===== config.mk =====
export PLATFORM = sky130hd
export DESIGN_NAME = pcm_slot_port
export DESIGN_NICKNAME = d
export VERILOG_FILES = /design/src/rtl/pcm_slot_pkg.sv /design/src/rtl/pcm_edge_sense.sv /design/src/rtl/pcm_tx_slot.sv /design/src/rtl/pcm_rx_slot.sv /design/src/rtl/pcm_slot_port.sv
export SDC_FILE = /design/constraint.sdc
export NUM_CORES = 1
export LEC_CHECK = 0
export BUFFER_PORTS_ARGS = -buffer_cell sky130_fd_sc_hd__clkbuf_2
export CORE_MARGIN = 5
export CORE_UTILIZATION = 25
export CTS_CLUSTER_DIAMETER = 120
export CTS_CLUSTER_SIZE = 14
export DETAILED_ROUTE_END_ITERATION = 12
export GPL_TIMING_DRIVEN = 0
export PLACE_DENSITY_LB_ADDON = 0.15
export SLEW_MARGIN = 20
export SYNTH_ARGS = -nofsm -noshare
export SYNTH_HDL_FRONTEND = slang
export SYNTH_SLANG_ARGS = --single-unit

===== constraint.sdc =====
create_clock -name clk -period 2.6 [get_ports clk]
set_input_delay 0.26 -clock clk [delete_from_list [all_inputs] [get_ports clk]]
set_output_delay 0.26 -clock clk [all_outputs]
set_load 0.1 [all_outputs]

===== src/rtl/pcm_slot_pkg.sv =====
package pcm_slot_pkg;
  typedef enum logic {
    SYNC_SHORT = 1'b0,
    SYNC_LONG  = 1'b1
  } sync_mode_e;

  localparam int unsigned EDGE_BCLK = 0;
  localparam int unsigned EDGE_FSX  = 1;
  localparam int unsigned EDGE_FSR  = 2;
  localparam int unsigned EDGE_N    = 3;
endpackage


===== src/rtl/pcm_edge_sense.sv =====
module pcm_edge_sense #(
  parameter int unsigned N = 3
) (
  input  logic         clk,
  input  logic         rst_n,
  input  logic [N-1:0] sig,
  output logic [N-1:0] prev
);
  for (genvar g = 0; g < N; g++) begin : g_tap
    always_ff @(posedge clk) begin
      if (!rst_n) prev[g] <= 1'b0;
      else        prev[g] <= sig[g];
    end
  end
endmodule


===== src/rtl/pcm_tx_slot.sv =====
module pcm_tx_slot
  import pcm_slot_pkg::*;
#(
  parameter int unsigned     W    = 8,
  parameter logic [W-1:0]    FILL = '1
) (
  input  logic         clk,
  input  logic         rst_n,
  input  sync_mode_e   mode,
  input  logic         pd,
  input  logic         bclk_lvl,
  input  logic         bclk_rise,
  input  logic         bclk_fall,
  input  logic         fs_lvl,
  input  logic         fs_rise,
  input  logic [W-1:0] in_data,
  input  logic         in_valid,
  output logic         in_ready,
  output logic         dx_bit,
  output logic         dx_oe
);
  localparam int unsigned CW = $clog2(W + 1);

  logic [W-1:0]  hold_q, shift_q;
  logic          full_q, active_q, armed_q;
  logic [CW-1:0] cnt_q;
  logic          last_bit, may_arm, trig, start, set_arm, accept;

  assign last_bit = active_q && (cnt_q == CW'(W));
  assign may_arm  = !active_q || last_bit;
  assign trig     = (mode == SYNC_LONG) ? ((armed_q || fs_rise) && bclk_lvl)
                                        : (armed_q && bclk_rise);
  assign start    = !pd && (!active_q || (last_bit && bclk_rise)) && trig;
  assign set_arm  = !pd && may_arm &&
                    ((mode == SYNC_LONG) ? fs_rise : (bclk_fall && fs_lvl));
  assign in_ready = !full_q;
  assign accept   = in_valid && in_ready;

  always_ff @(posedge clk) begin
    if (!rst_n) begin
      hold_q   <= '0;
      full_q   <= 1'b0;
      shift_q  <= '0;
      active_q <= 1'b0;
      armed_q  <= 1'b0;
      cnt_q    <= '0;
    end else begin
      if (accept) begin
        hold_q <= in_data;
        full_q <= 1'b1;
      end else if (start) begin
        full_q <= 1'b0;
      end

      if (pd) begin
        active_q <= 1'b0;
        armed_q  <= 1'b0;
        cnt_q    <= '0;
      end else if (start) begin
        active_q <= 1'b1;
        armed_q  <= 1'b0;
        cnt_q    <= CW'(1);
        shift_q  <= full_q ? hold_q : FILL;
      end else begin
        if (set_arm) armed_q <= 1'b1;
        if (active_q && bclk_rise) begin
          if (last_bit) begin
            active_q <= 1'b0;
            cnt_q    <= '0;
          end else begin
            cnt_q   <= cnt_q + CW'(1);
            shift_q <= {shift_q[W-2:0], 1'b0};
          end
        end
      end
    end
  end

  assign dx_oe  = active_q;
  assign dx_bit = shift_q[W-1];

  a_r8_pd_quiet: assert property (@(posedge clk) disable iff (!rst_n)
    pd |=> !dx_oe);
  a_r2_short_start_on_rise: assert property (@(posedge clk) disable iff (!rst_n)
    (mode == SYNC_SHORT && $rose(active_q)) |-> $past(bclk_rise));
  a_r5_long_start_bclk_high: assert property (@(posedge clk) disable iff (!rst_n)
    (mode == SYNC_LONG && $rose(active_q)) |-> $past(bclk_lvl));
  a_r1_shift_on_rise: assert property (@(posedge clk) disable iff (!rst_n)
    (active_q && $past(active_q) && !$stable(shift_q)) |-> $past(bclk_rise));
  a_r10_full_holds: assert property (@(posedge clk) disable iff (!rst_n)
    (full_q && !start) |=> (full_q && $stable(hold_q)));
endmodule


===== src/rtl/pcm_rx_slot.sv =====
module pcm_rx_slot
  import pcm_slot_pkg::*;
#(
  parameter int unsigned W = 8
) (
  input  logic         clk,
  input  logic         rst_n,
  input  sync_mode_e   mode,
  input  logic         pd,
  input  logic         bclk_fall,
  input  logic         fs_lvl,
  input  logic         fs_rise,
  input  logic         dr,
  output logic [W-1:0] out_data,
  output logic         out_valid
);
  localparam int unsigned CW = $clog2(W);

  logic [W-1:0]  shift_q;
  logic          active_q;
  logic [CW-1:0] cnt_q;
  logic          done, start;

  assign done  = active_q && bclk_fall && (cnt_q == CW'(W - 1));
  assign start = !pd && (!active_q || done) &&
                 ((mode == SYNC_LONG) ? fs_rise : (bclk_fall && fs_lvl));

  always_ff @(posedge clk) begin
    if (!rst_n) begin
      shift_q   <= '0;
      active_q  <= 1'b0;
      cnt_q     <= '0;
      out_data  <= '0;
      out_valid <= 1'b0;
    end else if (pd) begin
      active_q  <= 1'b0;
      cnt_q     <= '0;
      out_valid <= 1'b0;
    end else begin
      out_valid <= 1'b0;
      if (active_q && bclk_fall) begin
        shift_q <= {shift_q[W-2:0], dr};
        if (done) begin
          out_data  <= {shift_q[W-2:0], dr};
          out_valid <= 1'b1;
          active_q  <= 1'b0;
          cnt_q     <= '0;
        end else begin
          cnt_q <= cnt_q + CW'(1);
        end
      end
      if (start) begin
        active_q <= 1'b1;
        cnt_q    <= '0;
      end
    end
  end

  a_r7_single_pulse: assert property (@(posedge clk) disable iff (!rst_n)
    out_valid |=> !out_valid);
  a_r7_valid_after_fall: assert property (@(posedge clk) disable iff (!rst_n)
    out_valid |-> $past(bclk_fall));
  a_r8_pd_no_valid: assert property (@(posedge clk) disable iff (!rst_n)
    pd |=> !out_valid);
endmodule


===== src/rtl/pcm_slot_port.sv =====
module pcm_slot_port
  import pcm_slot_pkg::*;
#(
  parameter int unsigned  W    = 8,
  parameter logic [W-1:0] FILL = '1
) (
  input  logic         clk,
  input  logic         rst_n,
  input  logic         bclk,
  input  logic         fsx,
  input  logic         fsr,
  input  logic         sync_long,
  input  logic         pd,
  input  logic         dr,
  output logic         dx_bit,
  output logic         dx_oe,
  input  logic [W-1:0] tx_data,
  input  logic         tx_valid,
  output logic         tx_ready,
  output logic [W-1:0] rx_data,
  output logic         rx_valid
);
  logic [EDGE_N-1:0] lvl, prev;
  logic bclk_rise, bclk_fall, fsx_rise, fsr_rise;
  sync_mode_e mode;

  assign lvl[EDGE_BCLK] = bclk;
  assign lvl[EDGE_FSX]  = fsx;
  assign lvl[EDGE_FSR]  = fsr;
  assign mode = sync_long ? SYNC_LONG : SYNC_SHORT;

  pcm_edge_sense #(.N(EDGE_N)) u_edge (
    .clk(clk), .rst_n(rst_n), .sig(lvl), .prev(prev)
  );

  assign bclk_rise = bclk  && !prev[EDGE_BCLK];
  assign bclk_fall = !bclk &&  prev[EDGE_BCLK];
  assign fsx_rise  = fsx   && !prev[EDGE_FSX];
  assign fsr_rise  = fsr   && !prev[EDGE_FSR];

  pcm_tx_slot #(.W(W), .FILL(FILL)) u_tx (
    .clk(clk), .rst_n(rst_n), .mode(mode), .pd(pd),
    .bclk_lvl(bclk), .bclk_rise(bclk_rise), .bclk_fall(bclk_fall),
    .fs_lvl(fsx), .fs_rise(fsx_rise),
    .in_data(tx_data), .in_valid(tx_valid), .in_ready(tx_ready),
    .dx_bit(dx_bit), .dx_oe(dx_oe)
  );

  pcm_rx_slot #(.W(W)) u_rx (
    .clk(clk), .rst_n(rst_n), .mode(mode), .pd(pd),
    .bclk_fall(bclk_fall), .fs_lvl(fsr), .fs_rise(fsr_rise), .dr(dr),
    .out_data(rx_data), .out_valid(rx_valid)
  );

  a_r3_reset_quiet: assert property (@(posedge clk)
    !rst_n |=> (!dx_oe && !rx_valid && tx_ready));
endmodule


## Word level (Yosys, flattened, before mapping)

Index checks and enable logic that the tools add are counted.

- Word-level logic and storage cells: 90
- Bits of input ports: 17
- Output and inout bits: 12
- Flip-flop bits (word level): 46

- Add/subtract/negate cells: 2
- Bitwise operators: 3
- Muxes and demuxes: 21
- Equality and inequality tests: 3
- Reductions and logical operators: 46

Operator list:

| operator | count |
|---|---|
| two-way mux 8 bit | 4 |
| logical AND 1 bit | 20 |
| two-way mux 1 bit | 15 |
| nonzero test 2 bit | 5 |
| OR reduction 3 bit | 3 |
| zero test 1 bit | 8 |
| AND reduction 2 bit | 3 |
| AND reduction 3 bit | 2 |
| adder 4 x 1 -> 4 bit (second input constant) | 1 |
| == test 4 bit (second input constant) | 1 |
| logical OR 1 bit | 4 |
| two-way mux 4 bit | 1 |
| adder 3 x 1 -> 3 bit (second input constant) | 1 |
| == test 3 bit (second input constant) | 1 |
| two-way mux 3 bit | 1 |
| NOT 1 bit | 3 |
| inequality test 2 bit (second input constant) | 1 |
| OR reduction 2 bit | 1 |

## Longest topological paths before layout

Gate-level depths: netlist (run 1).

- Depth after elaboration: 9
- Mapped depth: 8
- Gate-level depth less buffers: 6

## Modules after synthesis

A second synthesis (run 1) with hierarchy kept.

- Cells, all modules: 229
- Area total of the unflattened synthesis: 2,153.3 um^2

Modules (own cells, without submodules):

| module | area each (um^2) | cells each | times used | sequential area each (um^2) |
|---|---|---|---|---|
| pcm_tx_slot | 1,177.4 | 133 | 1 | 460.4 |
| pcm_rx_slot | 869.6 | 86 | 1 | 400.4 |
| pcm_edge_sense | 78.8 | 6 | 1 | 60.1 |
| pcm_slot_port | 27.5 | 4 | 1 | 0.0 |

## Least setup slack after synthesis (run 1)

No wires, ideal clock.

- Path kind: flip-flop to flip-flop
- From: register u_tx.active_q, in the netlist u_tx.dx_oe
- To: register u_tx.cnt_q[3]
- Required time: 2,514 ps
- Buffers on the path: 0
- Setup slack: 503 ps
- Data arrival time: 2,012 ps
- Stages on the path, launching flop included: 4
- Path through: dfxtp_1 -> nand3b_1 -> or3_2 -> a211oi_1

- Word-level cells in the longest chain between the ends: 6
- Elaborated cells on any way between the ends: 9

RTL lines:

| item | RTL line | text |
|---|---|---|
| start, declared | pcm_tx_slot.sv:25 | `logic full_q, active_q, armed_q;` |
| start signal, assigned | pcm_tx_slot.sv:44 | `active_q <= 1'b0;` |
| start signal, assigned | pcm_tx_slot.sv:56 | `active_q <= 1'b0;` |
| start signal, assigned | pcm_tx_slot.sv:60 | `active_q <= 1'b1;` |
| logical AND 1 bit | pcm_tx_slot.sv:29 | `assign last_bit = active_q && (cnt_q == CW'(W));` |
| logical AND 1 bit | pcm_tx_slot.sv:33 | `assign start = !pd && (!active_q \|\| (last_bit && bclk_rise)) && trig;` |
| logical OR 1 bit | pcm_tx_slot.sv:33 |  |
| logical AND 1 bit (2 in a row) | pcm_tx_slot.sv:33 |  |
| OR reduction 3 bit (no line) | n/a |  |
| end signal, assigned | pcm_tx_slot.sv:71 | `cnt_q <= cnt_q + CW'(1);` |
| end, declared | pcm_tx_slot.sv:26 | `logic [CW-1:0] cnt_q;` |

Several ways; a longest one is shown, not always the timed one.
A chain may end at the register's enable or synchronous reset.

## Worst setup path after layout (run 1)

- From: register u_tx.cnt_q[0]
- To: register u_tx.full_q

- Word-level cells in the longest chain between the ends: 7

RTL lines:

| item | RTL line | text |
|---|---|---|
| == test 4 bit | pcm_tx_slot.sv:29 |  |
| logical AND 1 bit | pcm_tx_slot.sv:29 |  |
| logical AND 1 bit | pcm_tx_slot.sv:33 |  |
| logical OR 1 bit | pcm_tx_slot.sv:33 |  |
| logical AND 1 bit (2 in a row) | pcm_tx_slot.sv:33 |  |
| nonzero test 2 bit (no line) | n/a |  |
| end signal, assigned | pcm_tx_slot.sv:42 | `full_q <= 1'b0;` |
| end signal, assigned | pcm_tx_slot.sv:50 | `full_q <= 1'b1;` |
| end signal, assigned | pcm_tx_slot.sv:52 | `full_q <= 1'b0;` |
| end, declared | pcm_tx_slot.sv:25 |  |

No other way between the ends.

==> results of run 1 <==
-- metrics by stage --
stage | setup WS (ns) | utilization (%) | power, mW | hold slack (ns)
after global routing | 0.516 | 30.9 | 1.46 | 0.183
final | 0.695 | 30.9 | 1.38 | 0.182
after global placement | 0.725 | 29.5 | 0.865 | 0.447
after detailed placement | 0.706 | 29.5 | 0.865 | 0.453
after floorplan | 0.503 | - | 0.826 | 0.382
after CTS | 0.688 | 30.9 | 1.41 | 0.170
-- where the power goes --
part | internal (mW) | switching [mW]
Combinational | 0.0387 | 0.0739
Sequential | 0.722 | 0.0113
Clock | 0.286 | 0.250
-- Yosys cell counts (all sizes together) --
library cell / instances
nand2: 51
dfxtp: 46
a21boi: 24
nand3: 13
o21ai: 11
a211oi: 10
nor2: 8
nor2b: 8
a21oi: 7
inv: 7
nor4: 7
clkbuf: 6
buf: 5
ha: 4
and2: 3
and3: 2
mux2i: 2
nand3b: 2
nor3: 2
nor3b: 2
or3: 2
a21o: 1
and3b: 1
and4bb: 1
clkinv: 1
nand4b: 1
o2111ai: 1
o211ai: 1
o221ai: 1
o31a: 1
or2: 1
or4: 1
-- registers in the layout, indices dropped and copies added, names as in the netlist --
signal,count
u_rx.out_valid,1
u_tx.armed_q,1
u_rx.out_data,8
u_rx.active_q,1
u_tx.dx_oe,1
u_tx.cnt_q,4
u_tx.hold_q,8
u_tx.shift_q,8
u_rx.cnt_q,3
u_edge.prev,3
u_tx.full_q,1
u_rx.shift_q,7
-- worst register-to-register path, stage by stage (launching register included) --
cell and delay [ns]:
dfxtp_1 0.35, inv_1 0.07, ha_1 0.21, nand3b_4 0.11
o31a_1 0.26, buf_6 0.14, nor2_1 0.45, o21ai_0 0.18
-- per-layer routing --
layer / up-vias / GRT usage, % / routed length [um]
met2: 23 / 15.3 / 2010
li1: 878 / - / -
met4: 0 / 3.42 / 71
met5: - / 0 / 0
met3: 5 / 2.78 / 185
met1: 741 / 13.4 / 2400
-- path summary, 6_finish.rpt --
path	endpoint	slack [ns]	cells after the start
worst max-delay path	u_tx.full_q$_SDFFE_PN0P_	0.69	7
worst min-delay path	u_edge.prev[2]$_SDFF_PN0_	0.18	2
worst max register to register	u_tx.full_q$_SDFFE_PN0P_	0.69	7
worst min register to register	u_rx.cnt_q[1]$_SDFFE_PP0N_	0.46	2
-- area by class of cell --
type / instances / area [um^2]
Buffer: 11 / 58.8
Inverter: 8 / 30.0
Fill cell: 846 / 5390
Timing Repair Buffer: 28 / 140
Clock buffer: 5 / 68.8
Clock inverter: 3 / 45.0
Multi-Input combinational cell: 168 / 1020
Tap cell: 102 / 128
Sequential cell: 46 / 921
-- logic make-up after synthesis --
group	count (synthesis)	share of synthesized area [%]
and+or+nand+nor	105	25.8
AOI/OAI and AO/OA	57	21.1
DFF	46	45.3
buffers and inverters	19	4.37
adders and majority gates	4	2.46
muxes	2	0.985
==> flow_summary.yaml, run 1 <==
logic_synthesis:
  syn_area_per_cell_um2: 8.73
  synth.top_cell.area_share_pct: 45.3
  synth-seq-cells: 46
  ys_seq_area_share_pct: 45.3
  synth.yosys.warnings: 0
  yosys.area.top_type: "dfxtp_1"
  synth.net_count: 254
  synth_area_mm2: 0.00203
  ys_types: 38
  ys_top_cells_by_area: "dfxtp_1 45%, nand2_1 9.4%, a21boi_0 8.9%"
  syn_inst: 233
placed_design:
  dp_hpwl_um: 3400
  placed_area_mm2: 0.00230
  dp_cells: 363
  gp_congestion: 0.768
  port_buffers: 28
setup_path:
  end_kind: "flip-flop"
  path_delay_family: "simple AND/OR/NAND/NOR gates"
  path_cells: "inv_1 > ha_1 > nand3b_4 > o31a_1 > buf_6 > nor2_1 > o21ai_0"
  start_kind: "flip-flop"
  critPathRequiredTime_ns: 2.76
  max_stage_delay_ns: 0.45
  path_buf_inv: 2
  startpoint: "u_tx.cnt_q[0]$_SDFFE_PP0P_"
  r2r-start: "u_tx.cnt_q[0]$_SDFFE_PP0P_"
  slowest_stage: "nor2_1"
  critical_path_arrival_ns: 2.07
  criticalPathCategory: "reg -> reg"
  crit_fanout: 10
cts:
  postCtsSetupBuffers: 0
  clkTransAtPathRegs_ns: 0.09
  htree_levels: 2
  cts.sinks: 46
  cts_buffers: 5
  cts_buffer_depth: 2
  cts_tree: "done"
  ctsResizeCount: 0
  clock_latency_ns: 0.30
  cts-root-buf: "clkbuf_8"
  cts.hold.buffers_added: 0
sta:
  rsz0062_at_grt: "false"
  skew_ns: 0.00386
  fin_crit_sh_pct: 73.3
  hold_viol: 0
  setup_viol_count_final: 0
  final_max_slew_viol_count: 0
  relSlewSlack_pct: 62.7
  fmax_ghz: 0.525
  tns_ns: 0
  fin_crit_ns: 1.91
  tightest_slew_ns: 0.557
routing:
  dr_total_vias: 1647
  wl_per_cell_um: 12.6
  routed_wl_um: 4670
  drc: 0
  vias_per_cell: 4.44
  drtIter0Drc: 56
  drtAntennaViolNets: 0
  first_pass_iters: 4
layout:
  diodes: 0
  drive_above_1_share_pct: 20.1
  area_growth_pct: 18.8
  layout_common_cells: "51 x nand2_1, 46 x dfxtp_1, 28 x clkbuf_2, 24 x a21boi_0, 13 x nand3_1"
  fin_area_mm2: 0.00241
  final_cell_count_no_fill: 371
  final_nets: 289
  final_common_cell: "nand2_1"
floorplan:
  ios: 29
  rows: 32
  fp.dieH_um: 100
  start_util_pct: 26.0
  core_area_mm2: 0.00781
  die_w_um: 100
  die_area_mm2: 0.0100
job:
  drv_cap: 0
worst_hold_path:
  hp-start: "fsr"
  hold_class: "in -> reg"
power:
  vdd_drop_max_uv: 200
  powerDensity_mw_per_mm2: 572
  leakagePower_nw: 0.852
global_route:
  grt_max_degree: 16
  antenna_found_initial: 0
  grt-ovfl-total: 0
  grt_pass1_wl_um: 8020
  grt_pass1_vias: 1631
  grt_usage_pct: 9.96
outcome:
  outcome: "completed"
Note: power is estimated with default switching activity, not from simulation.
==> run 2: changes to the inputs <==
==> constraint.sdc (replaced) <==
create_clock -name clk -period 1.7 [get_ports clk]
set_input_delay 0.17 -clock clk [delete_from_list [all_inputs] [get_ports clk]]
set_output_delay 0.17 -clock clk [all_outputs]
set_load 0.1 [all_outputs]
==> run 2 against run 1 <==
  * Register-to-register slack worse by 0.62 ns
  * Combinational power is 61% higher
  * Via count is 2.5% higher
  * Core utilization is 1.3 points higher
  * Wire length is 3.4% higher
  * Critical path depth is 1 higher
  * Sequential share of layout area is 1.4 points lower
  * Largest power group unchanged
==> flow_summary.yaml, run 2 (synthesis results as in run 1) <==
outcome:
  outcome: "completed"
sta:
  relSlewSlack_pct: 63.6
  fin_crit_ns: 1.63
  setup_viol_count_final: 0
  tightest_slew_ns: 0.549
  skew_ns: 0.00654
  rsz0062_at_grt: "true"
  fmax_ghz: 0.615
  fin_ws_ns: 0.0749
  final_max_slew_viol_count: 0
  fin_crit_sh_pct: 95.6
  worst_hold_slack_ns: 0.0865
  hold_viol: 0
job:
  drv_cap: 0
layout:
  regArea_um2: 925
  final_nets: 293
  final_common_cell: "nand2_1"
  reg.largest.list: "u_rx.out_data x8, u_tx.hold_q x8, u_tx.shift_q x8"
  multiInputGateArea_mm2: 0.00108
  drive_above_1_share_pct: 26.0
  layout_common_cells: "51 x nand2_1, 43 x dfxtp_1, 28 x clkbuf_2, 24 x a21boi_0, 13 x nand3_1"
  diodes: 0
  fill_cells: 863
  area_growth_pct: 23.9
  final_core_util_pct: 32.3
setup_path:
  max_stage_delay_ns: 0.33
  r2r-start: "u_tx.cnt_q[1]$_SDFFE_PP0P_"
  critPathRequiredTime_ns: 1.89
  path_cells: "inv_2 > ha_4 > nand3b_4 > o31a_1 > buf_6 > buf_12 > nor4_2 > a211oi_2"
  end_kind: "flip-flop"
  start_kind: "flip-flop"
  crit_fanout: 7
  path_buf_inv: 3
  startpoint: "u_tx.cnt_q[1]$_SDFFE_PP0P_"
  slowest_stage: "dfxtp_2"
  path_delay_family: "simple AND/OR/NAND/NOR gates"
  criticalPathCategory: "reg -> reg"
  critical_path_arrival_ns: 1.81
global_route:
  grt_pass1_wl_um: 8470
  grt_usage_pct: 10.6
  grt-ovfl-total: 0
  grt_max_degree: 17
  antenna_found_initial: 0
  grt_pass1_vias: 1739
routing:
  drtAntennaViolNets: 0
  first_pass_iters: 4
  routed_wl_um: 4840
  drc: 0
  dr_total_vias: 1688
  wl_per_cell_um: 12.9
  drtIter0Drc: 46
  vias_per_cell: 4.50
floorplan:
  start_util_pct: 26.0
  ios: 29
  fp.dieH_um: 100
  rows: 32
  die_w_um: 100
  die_area_mm2: 0.0100
  core_area_mm2: 0.00781
power:
  leakagePower_nw: 0.894
  p_comb_share_pct: 8.5
  p_switching_mw: 0.537
  vdd_drop_max_uv: 294
  clkPwrFrac_pct: 39.4
  power_frac_seq_pct: 52.2
  power.internal_mw: 1.62
  p_sw_share_pct: 24.9
  power_mw: 2.15
  powerDensity_mw_per_mm2: 855
cts:
  htree_levels: 2
  clkTransAtPathRegs_ns: 0.09
  cts_tree: "done"
  cts_buffers: 5
  cts.sinks: 46
  cts.hold.buffers_added: 0
  cts-root-buf: "clkbuf_8"
  clock_latency_ns: 0.30
  cts_buffer_depth: 2
worst_hold_path:
  hold_class: "in -> reg"
  hp-start: "tx_data[2]"
placed_design:
  gp_congestion: 0.742
  place_ws_ns: -0.206
  port_buffers: 28
  dp_hpwl_um: 3450
-- run 2: power by group through the flow --
stage               Combinational, mW  Sequential (mW)  Clock (mW)
detailed placement              0.177             1.15           0
finish                          0.182             1.12       0.848
global placement                0.177             1.15           0
CTS                             0.182             1.12       0.892
floorplan                       0.112             1.15           0
global route                    0.204             1.13       0.928
-- run 2: repair_timing --
| item | 4_1_cts | 5_1_grt |
|---|---|---|
| setup endpoints to repair | 14 | 11 |
| pin swaps | 4 | 2 |
| setup buffers | 4 | 0 |
| resized for setup | 8 | 6 |
-- run 2: stage by stage --
| step | instance area (um^2) | TNS, ns | std cells |
|---|---|---|---|
| floorplan | 2040 | -0.00902 | 233 |
| global placement | 2300 | -1.36 | 363 |
| detailed placement | 2300 | -1.22 | 363 |
| CTS | 2490 | 0 | 375 |
| global route | 2520 | -0.0101 | 375 |
| finish | 2520 | 0 | 375 |
-- run 2: final timing paths --
kind / cells past startpoint / end / slack, ns
worst max-delay path: 8 / u_tx.shift_q[7]$_SDFFE_PN0P_ / 0.07
worst max register to register: 8 / u_tx.shift_q[7]$_SDFFE_PN0P_ / 0.07
worst min register to register: 2 / u_rx.out_data[4]$_SDFFE_PN0P_ / 0.47
worst min-delay path: 3 / u_tx.hold_q[2]$_SDFFE_PN0P_ / 0.09
-- run 2: final cells by class --
class                      instances  area share (%)
clock buffer                       5            2.73
multi-input combinational        168            42.8
timing repair buffer              32            7.25
sequential                        46            36.7
tap                              102            5.07
inverter                           8            1.24
clock inverter                     3            1.89
buffer                            11            2.33
-- run 2: worst min-delay path, delay by kind of cell --
family          cells  cell delay, ns
simple gates        1            0.04
compound gates      1            0.06
buf+inv             1            0.08
-- run 2: layer usage --
layer  GRT usage [%]  vias to the layer above  wire length [um]
met5               0                        -                 0
met3            2.99                        6               183
li1                -                      887                 -
met4            4.56                        0                87
met1            14.1                      772              2430
met2            16.0                       23              2130
